$ cat src/rtl/realign_pkg.sv
package realign_pkg;
  // lag for bit k: (n-1-k) mod 2^(k+1)
  function automatic int unsigned lag_of(input int unsigned n, input int unsigned k);
    int unsigned span;
    span = n - 1 - k;
    if (k + 1 >= 31) return span;
    return span % (32'd1 << (k + 1));
  endfunction
endpackage

$ cat src/rtl/delay_line.sv
module delay_line #(
  parameter int unsigned LEN = 1
) (
  input  logic clk_i,
  input  logic rst_ni,
  input  logic d_i,
  output logic q_o
);
  logic [LEN-1:0] sr_q;

  generate
    if (LEN == 1) begin : g_one
      always_ff @(posedge clk_i or negedge rst_ni) begin
        if (!rst_ni) sr_q <= '0;
        else         sr_q <= d_i;
      end
    end else begin : g_many
      always_ff @(posedge clk_i or negedge rst_ni) begin
        if (!rst_ni) sr_q <= '0;
        else         sr_q <= {sr_q[LEN-2:0], d_i};
      end
    end
  endgenerate

  assign q_o = sr_q[LEN-1];
endmodule

$ cat src/rtl/fill_tracker.sv
module fill_tracker #(
  parameter int unsigned FILL = 7
) (
  input  logic clk_i,
  input  logic rst_ni,
  input  logic run_i,
  output logic full_o
);
  localparam int unsigned W = (FILL < 2) ? 1 : $clog2(FILL + 1);
  localparam logic [W-1:0] FILL_W = W'(FILL);

  logic [W-1:0] cnt_q;

  always_ff @(posedge clk_i or negedge rst_ni) begin
    if (!rst_ni)              cnt_q <= '0;
    else if (!run_i)          cnt_q <= '0;
    else if (cnt_q != FILL_W) cnt_q <= cnt_q + 1'b1;
  end

  assign full_o = (cnt_q == FILL_W);
endmodule

$ cat src/rtl/realign_bank.sv
module realign_bank #(
  parameter int unsigned N = 8
) (
  input  logic         clk_i,
  input  logic         rst_ni,
  input  logic [N-1:0] raw_i,
  input  logic         run_i,
  output logic [N-1:0] bin_o,
  output logic         valid_o
);
  localparam int unsigned FILL = N - 1;

  for (genvar k = 0; k < N; k++) begin : g_bit
    localparam int unsigned LAG = realign_pkg::lag_of(N, k);
    if (LAG == 0) begin : g_wire
      assign bin_o[k] = raw_i[k];
    end else begin : g_dly
      delay_line #(.LEN(LAG)) u_dl (
        .clk_i  (clk_i),
        .rst_ni (rst_ni),
        .d_i    (raw_i[k]),
        .q_o    (bin_o[k])
      );
    end
  end

  fill_tracker #(.FILL(FILL)) u_fill (
    .clk_i  (clk_i),
    .rst_ni (rst_ni),
    .run_i  (run_i),
    .full_o (valid_o)
  );
endmodule

$ cat config.mk
export PLATFORM = sky130hd
export DESIGN_NAME = realign_bank
export DESIGN_NICKNAME = d
export VERILOG_FILES = /design/src/rtl/realign_pkg.sv /design/src/rtl/delay_line.sv /design/src/rtl/fill_tracker.sv /design/src/rtl/realign_bank.sv
export SDC_FILE = /design/constraint.sdc
export NUM_CORES = 1
export LEC_CHECK = 0
export BUFFER_PORTS_ARGS = -buffer_cell sky130_fd_sc_hd__buf_2
export CAP_MARGIN = 25
export CORE_AREA = 2 2 43 45
export DETAILED_ROUTE_END_ITERATION = 7
export DIE_AREA = 0 0 45 47
export GPL_TIMING_DRIVEN = 1
export PLACE_DENSITY = 0.7
export SLEW_MARGIN = 30
export SYNTH_ARGS = -nofsm -noshare
export SYNTH_HDL_FRONTEND = slang
export SYNTH_SLANG_ARGS = --single-unit
$ cat constraint.sdc
create_clock -name clk_i -period 1.3 [get_ports clk_i]
set_clock_uncertainty 0.05 [all_clocks]
set_input_delay 0.26 -clock clk_i [delete_from_list [all_inputs] [get_ports clk_i]]
set_output_delay 0.26 -clock clk_i [all_outputs]
set_load 0.005 [all_outputs]
; ---- Word-level counts from Yosys, hierarchy flattened
; Index checks and enable logic that the tools add are counted.
; Widths: inputs -> output; s select.
[op_classes]
add_sub_neg = 1
eq_ne = 3
muxes = 2
[ops]
columns = op, n
row1 = $mux 3, 2
row2 = $add 3x1->3 const B, 1
row3 = $eq 3x3->1 const B, 1
row4 = $ne 3x3->1 const B, 1
row5 = $ne 2x1->1 const B, 1
[totals]
ff_bits = 21
inputBits = 11
out_inout_bits = 9
elab_cells = 14

; ---- Longest topological paths before layout
; Gate-level depths: netlist of run 1.
[logic_depth]
ltp_word = 3
mapped_depth = 4
ltp_nobuf = 4

; ---- Hierarchy
; Synthesis of run 1 repeated with hierarchy kept, for this count alone.
[hier_totals]
hier_cells = 30
area_unflattened_um2 = 605.6
[by_module_without_submodules]
columns = mod, instances, cells_each, area_each_um2, seq_area_each_um2
row1 = fill_tracker, 1, 11, 147.6, 75.1
row2 = delay_line at g_bit[2].g_dly.u_dl, 1, 5, 125.1, 125.1
row3 = delay_line at g_bit[1].g_dly.u_dl ..., 2, 2, 50.0, 50.0
row4 = delay_line at g_bit[3].g_dly.u_dl, 1, 4, 100.1, 100.1
row5 = delay_line at g_bit[4].g_dly.u_dl, 1, 3, 75.1, 75.1
row6 = delay_line at g_bit[0].g_dly.u_dl ..., 2, 1, 25.0, 25.0
row7 = realign_bank, 1, 1, 7.5, 0.0

; ---- Worst setup path after synthesis of run 1
; No wires, ideal clock.
[synth_path]
path_type = register -> register
startpoint = register u_fill.cnt_q[0]
endpoint = register u_fill.cnt_q[0]
setup_time_ps = 119
arrival_time_ps = 1083
t_required_ps = 1131
setup_slack_ps = 48
stages_incl_launch_ff = 5
n_path_buf = 0
synth_period_minus_slack_ps = 1252
cell_sequence = dfrtp_1 -> ha_1 -> ha_1 -> xnor2_1 -> and2_1
[synth_via]
elab_chain_cells = 3
word_cells_on_any_way = 5
cone_classes = add/sub: 1 / eq/ne: 2 / mux: 2
[synth_rtl]
columns = item, line
row1 = start: declaration, fill_tracker.sv:12  ; logic [W-1:0] cnt_q;
row2 = start signal: assignment, fill_tracker.sv:17  ; else if (cnt_q != FILL_W) cnt_q <= cnt_q + 1'b1;
row3 = $add 3x1->3, fill_tracker.sv:17
row4 = $mux 3, fill_tracker.sv:17
row5 = $mux 3, fill_tracker.sv:16  ; else if (!run_i) cnt_q <= '0;
; Parallel ways exist; a longest one is shown, timed or not. The select of a mux whose other input is x is not followed.
; A chain may end at the register's enable or synchronous reset.

; ---- Worst setup path in the final report of run 1
[layout_path]
startpoint = register u_fill.cnt_q[0]
endpoint = output port valid_o
[layout_via]
elab_chain_cells = 1
[layout_rtl]
columns = item, line
row1 = $eq 3x3->1, fill_tracker.sv:20  ; assign full_o = (cnt_q == FILL_W);
row2 = end: declaration, realign_bank.sv:9  ; output logic valid_o
; No other way between the ends.

==> flow_metrics.tcl, run 1 <==
set metrics [dict create \
    firstDrtPassIters 3 \
    yosys.area_share.adder_pct 3.80 \
    crit_type "reg -> out" \
    crit_fanout 2 \
    cts_tree "built" \
    clkLatencyLatePin_ps 290 \
    port_buffers 17 \
    synth_edf_count 0 \
    layout.nets 68 \
    htree_levels 1 \
    antenna_found_initial 0 \
    ir_drop_v 0.000956 \
    violations "setup timing" \
    die_area_um2 2120 \
    synth_common_cells "dfrtp_1, buf_4, ha_1, mux2i_1, nor2b_1" \
    syn_to_final_growth_pct 19.8 \
    grt_usage_pct 6.97 \
    max_freq_mhz 680 \
    dpl.hpwl_um 448 \
    maxCapViolCount 0 \
    synth_mux_area_share_pct 3.04 \
    wl_per_cell_um 9.62 \
    ant_nets 0 \
    rr_startpoint "u_fill.cnt_q[0]" \
    power_density_nw_per_um2 1340 \
    synthArstFlopShare_pct 100 \
    ctsLongestPathBuffers 2 \
    syn_inst 37 \
    dp_slack_ps 13.8 \
    hold_path_depth 1 \
    num_rows 15 \
    drc 0 \
    rsz0062_at_grt "true" \
    start_util_pct 39.8 \
    yosys_warnings 0 \
    worst_setup_path_end_kind "output port" \
    synth_compound_area_share_pct 0 \
    worst_pin_slew_ps 436 \
    placed_area_um2 704 \
    synth_top_area_cell "dfrtp_1" \
    syn_area_um2 658 \
    numCtsBuffers 3 \
    worstHoldStart "raw_i[3]" \
    synth_top_family_by_area "buffers and inverters" \
    ys_types 7 \
    final_area_um2 788 \
    vias_per_cell 4.08 \
    reg2reg_depth 5 \
    power.leakage_nw 0.380 \
    fin_ws_ps -171 \
    dr.first_iter.drc_count 1 \
    setup_viol 2 \
    hp-class "in -> reg" \
    yosysMostFrequentCell "dfrtp_1" \
    grt_pass1_vias 245 \
    slew_viol_final 0 \
    clkSlewWorstSetupHoldPaths_ps 110 \
    r2r-end "u_fill.cnt_q[0]" \
    ys.flop_type "dfrtp_1" \
    min_to "g_bit[3].g_dly.u_dl.sr_q[0]" \
    synth_area_per_cell_um2 17.8 \
    min_period_ps 1470 \
    grt_overflow 0 \
    place_congestion 0.621 \
    cts.sinks 21 \
    seq_area_frac_synth_pct 79.8 \
    io_pins 20 \
    post-route-period-util_pct 113 \
    grt_max_degree 22 \
    synth_top_area_share_pct 79.8 \
    synth_area_leaders "dfrtp_1, buf_4, ha_1" \
    drt-total-wl_um 683 \
    status "finished, violations left" \
    cp.arrival_ps 1160 \
    synth_xor_area_share_pct 1.33 \
    synth_fp_nets 50 \
    grt_pass1_wl_mm 1.01 \
    die_h_um 47 \
    drive_above_1_share_pct 46.3 \
    worst_ep_required_time_ps 990 \
    finalHoldViolCount 0 \
    synth_seq_cells 21 \
    clock-root-buffer "clkbuf_4" \
    start_kind "register" \
    n_antenna_cell 0 \
    synthSimpleGateAreaFrac_pct 2.85 \
    route.vias.total 290 \
    relSlewSlack_pct 70.9 \
    die_x_um 45 \
    rrSetupSlack_ps -20 \
    design.core.area_um2 1650 \
]
==> timing repair <==
action	in CTS	in global routing
endpoints found under the setup margin	2	4
resized for setup	4	0
hold buffers	1	1
hold endpoints to repair	21	1
setup buffers	2	1
pin swaps	2	2
==> metal layers <==
metal / GRT usage (%) / vias up / part of all wire [%] / wire (µm)
met5: 0 / - / 0 / 0
met4: 5.29 / 0 / 0.88 / 6
met3: 2.31 / 2 / 5.6 / 38
met2: 10.6 / 7 / 52 / 355
met1: 8.27 / 140 / 41 / 282
li1: - / 141 / - / -
==> worst max-delay path, stage by stage (launching register included) <==
cell,delay [ps]
dfrtp_1,400
ha_2,200
ha_4,160
buf_6,110
==> state kept, by name, summed over array words and instances (netlist names) <==
name	cells
g_bit.g_dly.u_dl.q_o	2
g_bit.g_dly.u_dl.sr_q	16
u_fill.cnt_q	3
==> power by group <==
group / switching, mW / total, mW / internal [mW]
sequential: 0.0112 / 0.700 / 0.689
clock: 0.178 / 0.293 / 0.114
combinational: 0.0303 / 0.0675 / 0.0372
total: 0.220 / 1.06 / 0.840
==> stage by stage <==
stage | hold WS (ps) | util (%) | cells | power, mW | setup TNS [ps]
after floorplan | -85.6 | - | 37 | 0.747 | 0
after global placement | 170 | 42.7 | 63 | 0.766 | 0
after detailed placement | 178 | 42.7 | 63 | 0.770 | 0
after CTS | 8.10 | 47.1 | 70 | 1.07 | -193
after global routing | 1.57 | 47.7 | 71 | 1.11 | -272
final | 17.6 | 47.7 | 71 | 1.06 | -186
==> cells in the final DEF, fill, tap and decap left out <==
cell type	netlist	routed
clkbuf_4	0	3
buf_2	0	16
xnor2_1	1	1
clkinv_2	0	1
dfrtp_1	21	21
buf_6	0	1
buf_4	8	2
and2_1	1	1
ha_2	0	1
mux2i_1	2	2
ha_4	0	1
dlygate4sd3_1	0	2
nor2b_1	2	2
==> how the worst max path moves through the flow <==
| stage | cells past startpoint | slack [ps] | endpoint | start |
|---|---|---|---|---|
| after floorplan | 4 | 50 | u_fill.cnt_q[0] | u_fill.cnt_q[0] |
| after global placement | 3 | 40 | valid_o | u_fill.cnt_q[0] |
| after detailed placement | 4 | 10 | u_fill.cnt_q[0] | u_fill.cnt_q[0] |
| after CTS | 3 | -180 | valid_o | u_fill.cnt_q[1] |
| after global routing | 3 | -210 | valid_o | u_fill.cnt_q[0] |
| final | 3 | -170 | valid_o | u_fill.cnt_q[0] |
==> cells by family (layout without fill, tap and decap cells) <==
family | Yosys count | count (layout)
flip-flops | 21 | 21
AND/OR/NAND/NOR | 3 | 3
buffers and inverters | 8 | 25
adder cells (fa/ha/maj) | 2 | 2
multiplexers | 2 | 2
XOR/XNOR | 1 | 1
==> layout make-up <==
cell class / count / area [µm²]
Clock inverter: 1 / 5.00
Tap cell: 17 / 21.3
Fill cell: 155 / 863
Clock buffer: 3 / 22.5
Timing Repair Buffer: 21 / 126
Sequential cell: 21 / 526
Multi-Input combinational cell: 8 / 87.6
No activity file was read; power rests on OpenSTA's default activity.
==> run 2, diff against run 1 <==
--- a/config.mk
+++ b/config.mk
@@ -5,6 +5,7 @@
 export SDC_FILE = /design/constraint.sdc
 export NUM_CORES = 1
 export LEC_CHECK = 0
+export ABC_AREA = 1
 export BUFFER_PORTS_ARGS = -buffer_cell sky130_fd_sc_hd__buf_2
 export CAP_MARGIN = 25
 export CORE_AREA = 2 2 43 45
==> flow_metrics.tcl, run 2 <==
set metrics [dict create \
    dr_wl_met2_um 458 \
    syn_area_um2 659 \
    io_pins 20 \
    numCtsBuffers 3 \
    synthArstFlopShare_pct 100 \
    reg2reg_depth 7 \
    slowest_stage "dfrtp_1" \
    num_rows 15 \
    clock-root-buffer "clkbuf_4" \
    violations "setup timing" \
    firstDrtPassIters 4 \
    yosys_warnings 0 \
    syn_to_final_growth_pct 31.1 \
    min_period_ps 1470 \
    design.core.area_um2 1650 \
    layout.nets 81 \
    ir_drop_v 0.000849 \
    cts_tree "built" \
    die_h_um 47 \
    seq_area_frac_synth_pct 79.7 \
    ys_types 6 \
    status "finished, violations left" \
    synth_edf_count 0 \
    fill_cells 146 \
    vias_per_cell 4.32 \
    drc 0 \
    finalHoldViolCount 0 \
    fin_cells 84 \
    n_antenna_cell 0 \
    synth_common_cells "dfrtp_1, buf_4, nand3_1" \
    relSlewSlack_pct 71.1 \
    worst_setup_path_end_kind "output port" \
    synth_fp_nets 55 \
    p_comb_share_pct 7.6 \
    ctsLongestPathBuffers 2 \
    ys.flop_type "dfrtp_1" \
    mostFrequentLayoutCells "dfrtp_1, buf_2, dlygate4sd3_1" \
    dpl.hpwl_um 535 \
    cts.sinks 21 \
    synth_top_area_cell "dfrtp_1" \
    worst_pin_slew_ps 433 \
    maxCapViolCount 0 \
    grt_max_degree 22 \
    yosysMostFrequentCell "dfrtp_1" \
    syn_inst 42 \
    place_congestion 0.507 \
    largest_reg_flops 16 \
    fin_ws_ps -167 \
    ant_nets 0 \
    clkSlewWorstSetupHoldPaths_ps 110 \
    cp-startpoint "u_fill.cnt_q[1]" \
    holdWs_ps 199 \
    p_sw_share_pct 21.3 \
    place_inst 68 \
    cp.arrival_ps 1160 \
    synth_seq_cells 21 \
    grt_pass1_wl_mm 1.29 \
    synth_area_leaders "dfrtp_1, buf_4, nand3_1" \
    start_util_pct 39.9 \
    post-route-period-util_pct 113 \
    synth_compound_area_share_pct 0 \
    rr_startpoint "u_fill.cnt_q[1]" \
    drt-total-wl_um 850 \
    route.vias.total 363 \
    synth_top_area_share_pct 79.7 \
    synth_area_per_cell_um2 15.7 \
    grt_usage_pct 9.37 \
    worst_ep_required_time_ps 990 \
    layout_commonest_cell "dfrtp_1" \
    regMostFlops "g_bit.g_dly.u_dl.sr_q" \
    synth_mux_area_share_pct 0 \
    wl_per_cell_um 10.1 \
    hp-class "in -> reg" \
    setup_viol 3 \
    crit_fanout 2 \
    route.met3.wl_um 42 \
    max_freq_mhz 682 \
    synthSimpleGateAreaFrac_pct 6.26 \
    power.leakage_nw 0.434 \
    grt_overflow 0 \
    cp_cell_sequence "ha_2, ha_4, buf_6" \
    top_layer "met4" \
    port_buffers 17 \
    slew_viol_final 0 \
    drive_above_1_share_pct 41.8 \
    htree_levels 1 \
    power_density_nw_per_um2 1250 \
    start_kind "register" \
    antenna_found_initial 0 \
    met1Wirelength_um 334 \
    seqPwrFrac_pct 64.8 \
    die_x_um 45 \
    crit_type "reg -> out" \
    cellInternalPower_mw 0.851 \
    p_sw_mw 0.230 \
    synth_top_family_by_area "buffers and inverters" \
    hold_path_depth 3 \
    rsz0062_at_grt "true" \
    worstHoldStart "run_i" \
    slowest_delay_ps 400 \
    synth_xor_area_share_pct 0 \
    grt_pass1_vias 347 \
    dr.first_iter.drc_count 5 \
    die_area_um2 2120 \
    finish.utilization_pct 52.3 \
    clockPowerShare_pct 27.6 \
    yosys.area_share.adder_pct 3.80 \
    clkLatencyLatePin_ps 290 \
]
==> run 2: cell types whose count changed after synthesis <==
cell	change
mux2i_1	-2
inv_1	+2
nor2b_1	-2
xnor2_1	-1
nand2_1	+3
nand3_1	+6
and2_1	-1
==> run 2: metrics by stage <==
| step | power (mW) | setup TNS (ps) | instance area (µm²) | setup WS [ps] |
|---|---|---|---|---|
| 3_5_place_dp | 0.769 | 0 | 706 | 39.2 |
| 2_1_floorplan | 0.743 | 0 | 659 | 186 |
| 6_report | 1.08 | -205 | 865 | -167 |
| 3_3_place_gp | 0.763 | 0 | 706 | 70.7 |
| 5_1_grt | 1.14 | -407 | 865 | -212 |
| 4_1_cts | 1.07 | -177 | 773 | -177 |
==> run 2: final timing paths <==
path	to	slack, ps
setup / recovery	valid_o	-170
min in group asynchronous	g_bit[1].g_dly.u_dl.sr_q[1]	370
hold reg to reg	g_bit[1].g_dly.u_dl.sr_q[1]	310
setup reg to reg	u_fill.cnt_q[0]	-30
hold / removal	u_fill.cnt_q[2]	200
max in group asynchronous	g_bit[3].g_dly.u_dl.sr_q[0]	530
==> run 2: timing repair <==
| item | 4_1_cts | 5_1_grt |
|---|---|---|
| endpoints found under the hold margin | 22 | 6 |
| pin swaps | 0 | 1 |
| hold buffers | 2 | 6 |
| setup endpoints to repair | 1 | 1 |
| resized for setup | 2 | 3 |
| cloned | 0 | 0 |
| buffers inserted | 2 | 2 |
==> run 2: power by group through the flow <==
stage	clock network, mW	logic (mW)	registers [mW]
6_report	0.298	0.0822	0.701
4_1_cts	0.310	0.0635	0.701
5_1_grt	0.342	0.0952	0.704
2_1_floorplan	0	0.0324	0.710
3_5_place_dp	0	0.0544	0.714
3_3_place_gp	0	0.0521	0.711
==> run 2: kinds of logic (layout without fill, tap and decap cells) <==
kind of cell / count (synthesis) / count (layout)
AND/OR/NAND/NOR: 9 / 9
buffers and inverters: 10 / 35
flip-flops: 21 / 21
adder cells (fa/ha/maj): 2 / 2
==> run 2: critical path: cells and delay by family (launching register included) <==
family	cells	cell delay (ps)
flops	1	400
buf+inv	1	110
fa+ha+maj	2	360
==> run 2: final cells by class <==
| cell class | instances | area (µm²) | area share [%] |
|---|---|---|---|
| Sequential cell | 21 | 526 | 60.8 |
| Timing Repair Buffer | 29 | 201 | 23.3 |
| Multi-Input combinational cell | 11 | 81.3 | 9.41 |
| Clock buffer | 3 | 22.5 | 2.60 |
| Tap cell | 17 | 21.3 | 2.46 |
| Inverter | 2 | 7.51 | 0.868 |
| Clock inverter | 1 | 5.00 | 0.579 |
==> run 2: layer usage <==
metal	track usage (%)	vias up
met3	2.69	2
met5	0	-
met1	8.82	169
li1	-	175
met2	16.3	17
met4	8.82	0
==> run 3, diff against run 2 <==
--- a/config.mk
+++ b/config.mk
@@ -8,12 +8,14 @@
 export ABC_AREA = 1
 export BUFFER_PORTS_ARGS = -buffer_cell sky130_fd_sc_hd__buf_2
 export CAP_MARGIN = 25
-export CORE_AREA = 2 2 43 45
+export CORE_AREA = 2 2 42 44
 export DETAILED_ROUTE_END_ITERATION = 7
-export DIE_AREA = 0 0 45 47
+export DIE_AREA = 0 0 44 46
 export GPL_TIMING_DRIVEN = 1
+export MAX_ROUTING_LAYER = met4
 export PLACE_DENSITY = 0.7
 export SLEW_MARGIN = 30
 export SYNTH_ARGS = -nofsm -noshare
 export SYNTH_HDL_FRONTEND = slang
+export SYNTH_HIERARCHICAL = 1
 export SYNTH_SLANG_ARGS = --single-unit
==> flow_metrics.tcl, run 3 <==
set metrics [dict create \
    die_area_um2 2020 \
    rsz0062_at_grt "true" \
    dpl.hpwl_um 592 \
    grt_pass1_vias 350 \
    synth_seq_cells 21 \
    cp_cell_sequence "ha_2, ha_4, buf_6" \
    worst_ep_required_time_ps 990 \
    slew_viol_final 0 \
    cp_top_family "flip-flops" \
    syn_to_final_growth_pct 34.8 \
    numCtsBuffers 3 \
    max_freq_mhz 678 \
    grt_usage_pct 10.6 \
    start_util_pct 37.6 \
    power.leakage_nw 0.408 \
    syn_area_um2 607 \
    ir_drop_v 0.000574 \
    io_pins 20 \
    synth_top_area_cell "dfrtp_1" \
    slowest_delay_ps 400 \
    clkLatencyLatePin_ps 300 \
    clock-root-buffer "clkbuf_4" \
    cts.sinks 21 \
    fill_cells 139 \
    finalHoldViolCount 0 \
    fin_ws_ps -176 \
    drc 0 \
    synth_top_area_share_pct 86.6 \
    violations "setup timing" \
    worst_setup_path_end_kind "output port" \
    ant_nets 0 \
    start_kind "register" \
    ys.flop_type "dfrtp_1" \
    wl_per_cell_um 11.0 \
    crit_type "reg -> out" \
    seq_area_frac_synth_pct 86.6 \
    route.vias.total 346 \
    largest_reg_flops 16 \
    drt-total-wl_um 871 \
    slowest_stage "dfrtp_1" \
    htree_levels 1 \
    design.core.area_um2 1610 \
    n_antenna_cell 0 \
    layout_commonest_cell "dfrtp_1" \
    synthArstFlopShare_pct 100 \
    setup_viol 1 \
    dr.first_iter.drc_count 2 \
    grt_overflow 0 \
    path_buf_inv 1 \
    grt_pass1_wl_mm 1.41 \
    firstDrtPassIters 3 \
    grt_max_degree 22 \
    yosysMostFrequentCell "dfrtp_1" \
    synth_area_per_cell_um2 17.3 \
    relSlewSlack_pct 71.5 \
    synth_common_cells "dfrtp_1, nand3_1, nand2_1" \
    port_buffers 17 \
    clkSlewWorstSetupHoldPaths_ps 100 \
    synth_edf_count 0 \
    min_period_ps 1480 \
    regMostFlops "g_bit.g_dly.u_dl/sr_q" \
    maxCapViolCount 0 \
    cts_tree "built" \
    status "finished, violations left" \
    syn_inst 35 \
    p_total_mw 1.07 \
    post-route-period-util_pct 114 \
    power_density_nw_per_um2 1310 \
    tns_ps -176 \
    die_x_um 44 \
    vias_per_cell 4.38 \
    synth_fp_nets 48 \
    hp-class "in -> reg" \
    layout.nets 76 \
    ys_types 6 \
    antenna_found_initial 0 \
    yosys_warnings 6 \
    holdWs_ps 12.2 \
    drive_above_1_share_pct 38.7 \
    mostFrequentLayoutCells "dfrtp_1, buf_2, nand3_1" \
    worst_pin_slew_ps 428 \
    synth_area_leaders "dfrtp_1, nand3_1, ha_1" \
    die_h_um 46 \
    num_rows 15 \
    ctsLongestPathBuffers 2 \
    cp.arrival_ps 1170 \
    crit_fanout 2 \
    place_congestion 0.626 \
]
run 3: cell types whose count changed after synthesis:
cell   previous run  this run
buf_4             8         1
run 3: final timing paths:
path | from | to | slack [ps] | cells after the start
min in group asynchronous | rst_ni | g_bit[2].g_dly.u_dl/sr_q[3] | 370 | 2
worst min register to register | g_bit[4].g_dly.u_dl/sr_q[1] | g_bit[4].g_dly.u_dl/sr_q[2] | 310 | 0
worst max register to register | u_fill/cnt_q[1] | u_fill/cnt_q[0] | 80 | 6
max in group asynchronous | rst_ni | g_bit[1].g_dly.u_dl/sr_q[1] | 530 | 2
worst min-delay path | raw_i[1] | g_bit[1].g_dly.u_dl/sr_q[0] | 10 | 1
worst max-delay path | u_fill/cnt_q[1] | valid_o | -180 | 3
run 3: metrics by stage:
step                      std cells  cell area (µm²)  utilization (%)  setup WS (ps)
after floorplan                  35              607                -            185
after global placement           68              706             43.7           68.7
after detailed placement         68              706             43.7           38.1
after CTS                        77              798             49.5           -190
after global routing             79              818             50.7           -217
final                            79              818             50.7           -176
run 3: layout make-up:
class	count	area (µm²)	share of cell area, %
Clock buffer	4	26.3	3.21
Inverter	2	7.51	0.917
Multi-Input combinational cell	11	81.3	9.94
Sequential cell	21	526	64.2
Tap cell	17	21.3	2.60
Timing Repair Buffer	24	156	19.1
run 3: power by group:
group / switching, mW / internal [mW] / leakage [nW]
combinational: 0.0329 / 0.0394 / 0.144
sequential: 0.0125 / 0.688 / 0.249
clock: 0.179 / 0.120 / 0.0150
run 3: logic make-up (layout without fill, tap and decap cells):
family                     after synthesis  after routing  synth area share (%)
adders and majority gates                2              2                  4.12
buffers and inverters                    3             30                  2.48
DFF                                     21             21                  86.6
and+or+nand+nor                          9              9                  6.80
run 3: repair_timing:
action / 4_1_cts / 5_1_grt
resized for setup: 4 / 0
endpoints found under the hold margin: 23 / 2
hold buffers: 3 / 2
pin swaps: 2 / 0
setup buffers: 2 / 0
endpoints found under the setup margin: 1 / 1
run 3: per-layer routing:
layer,vias up,global-route usage (%),share of wire [%]
met3,2,2.78,7.9
li1,163,-,-
met4,0,9.09,2.1
met2,20,15.0,50
met1,161,12.5,40
met5,-,-,0
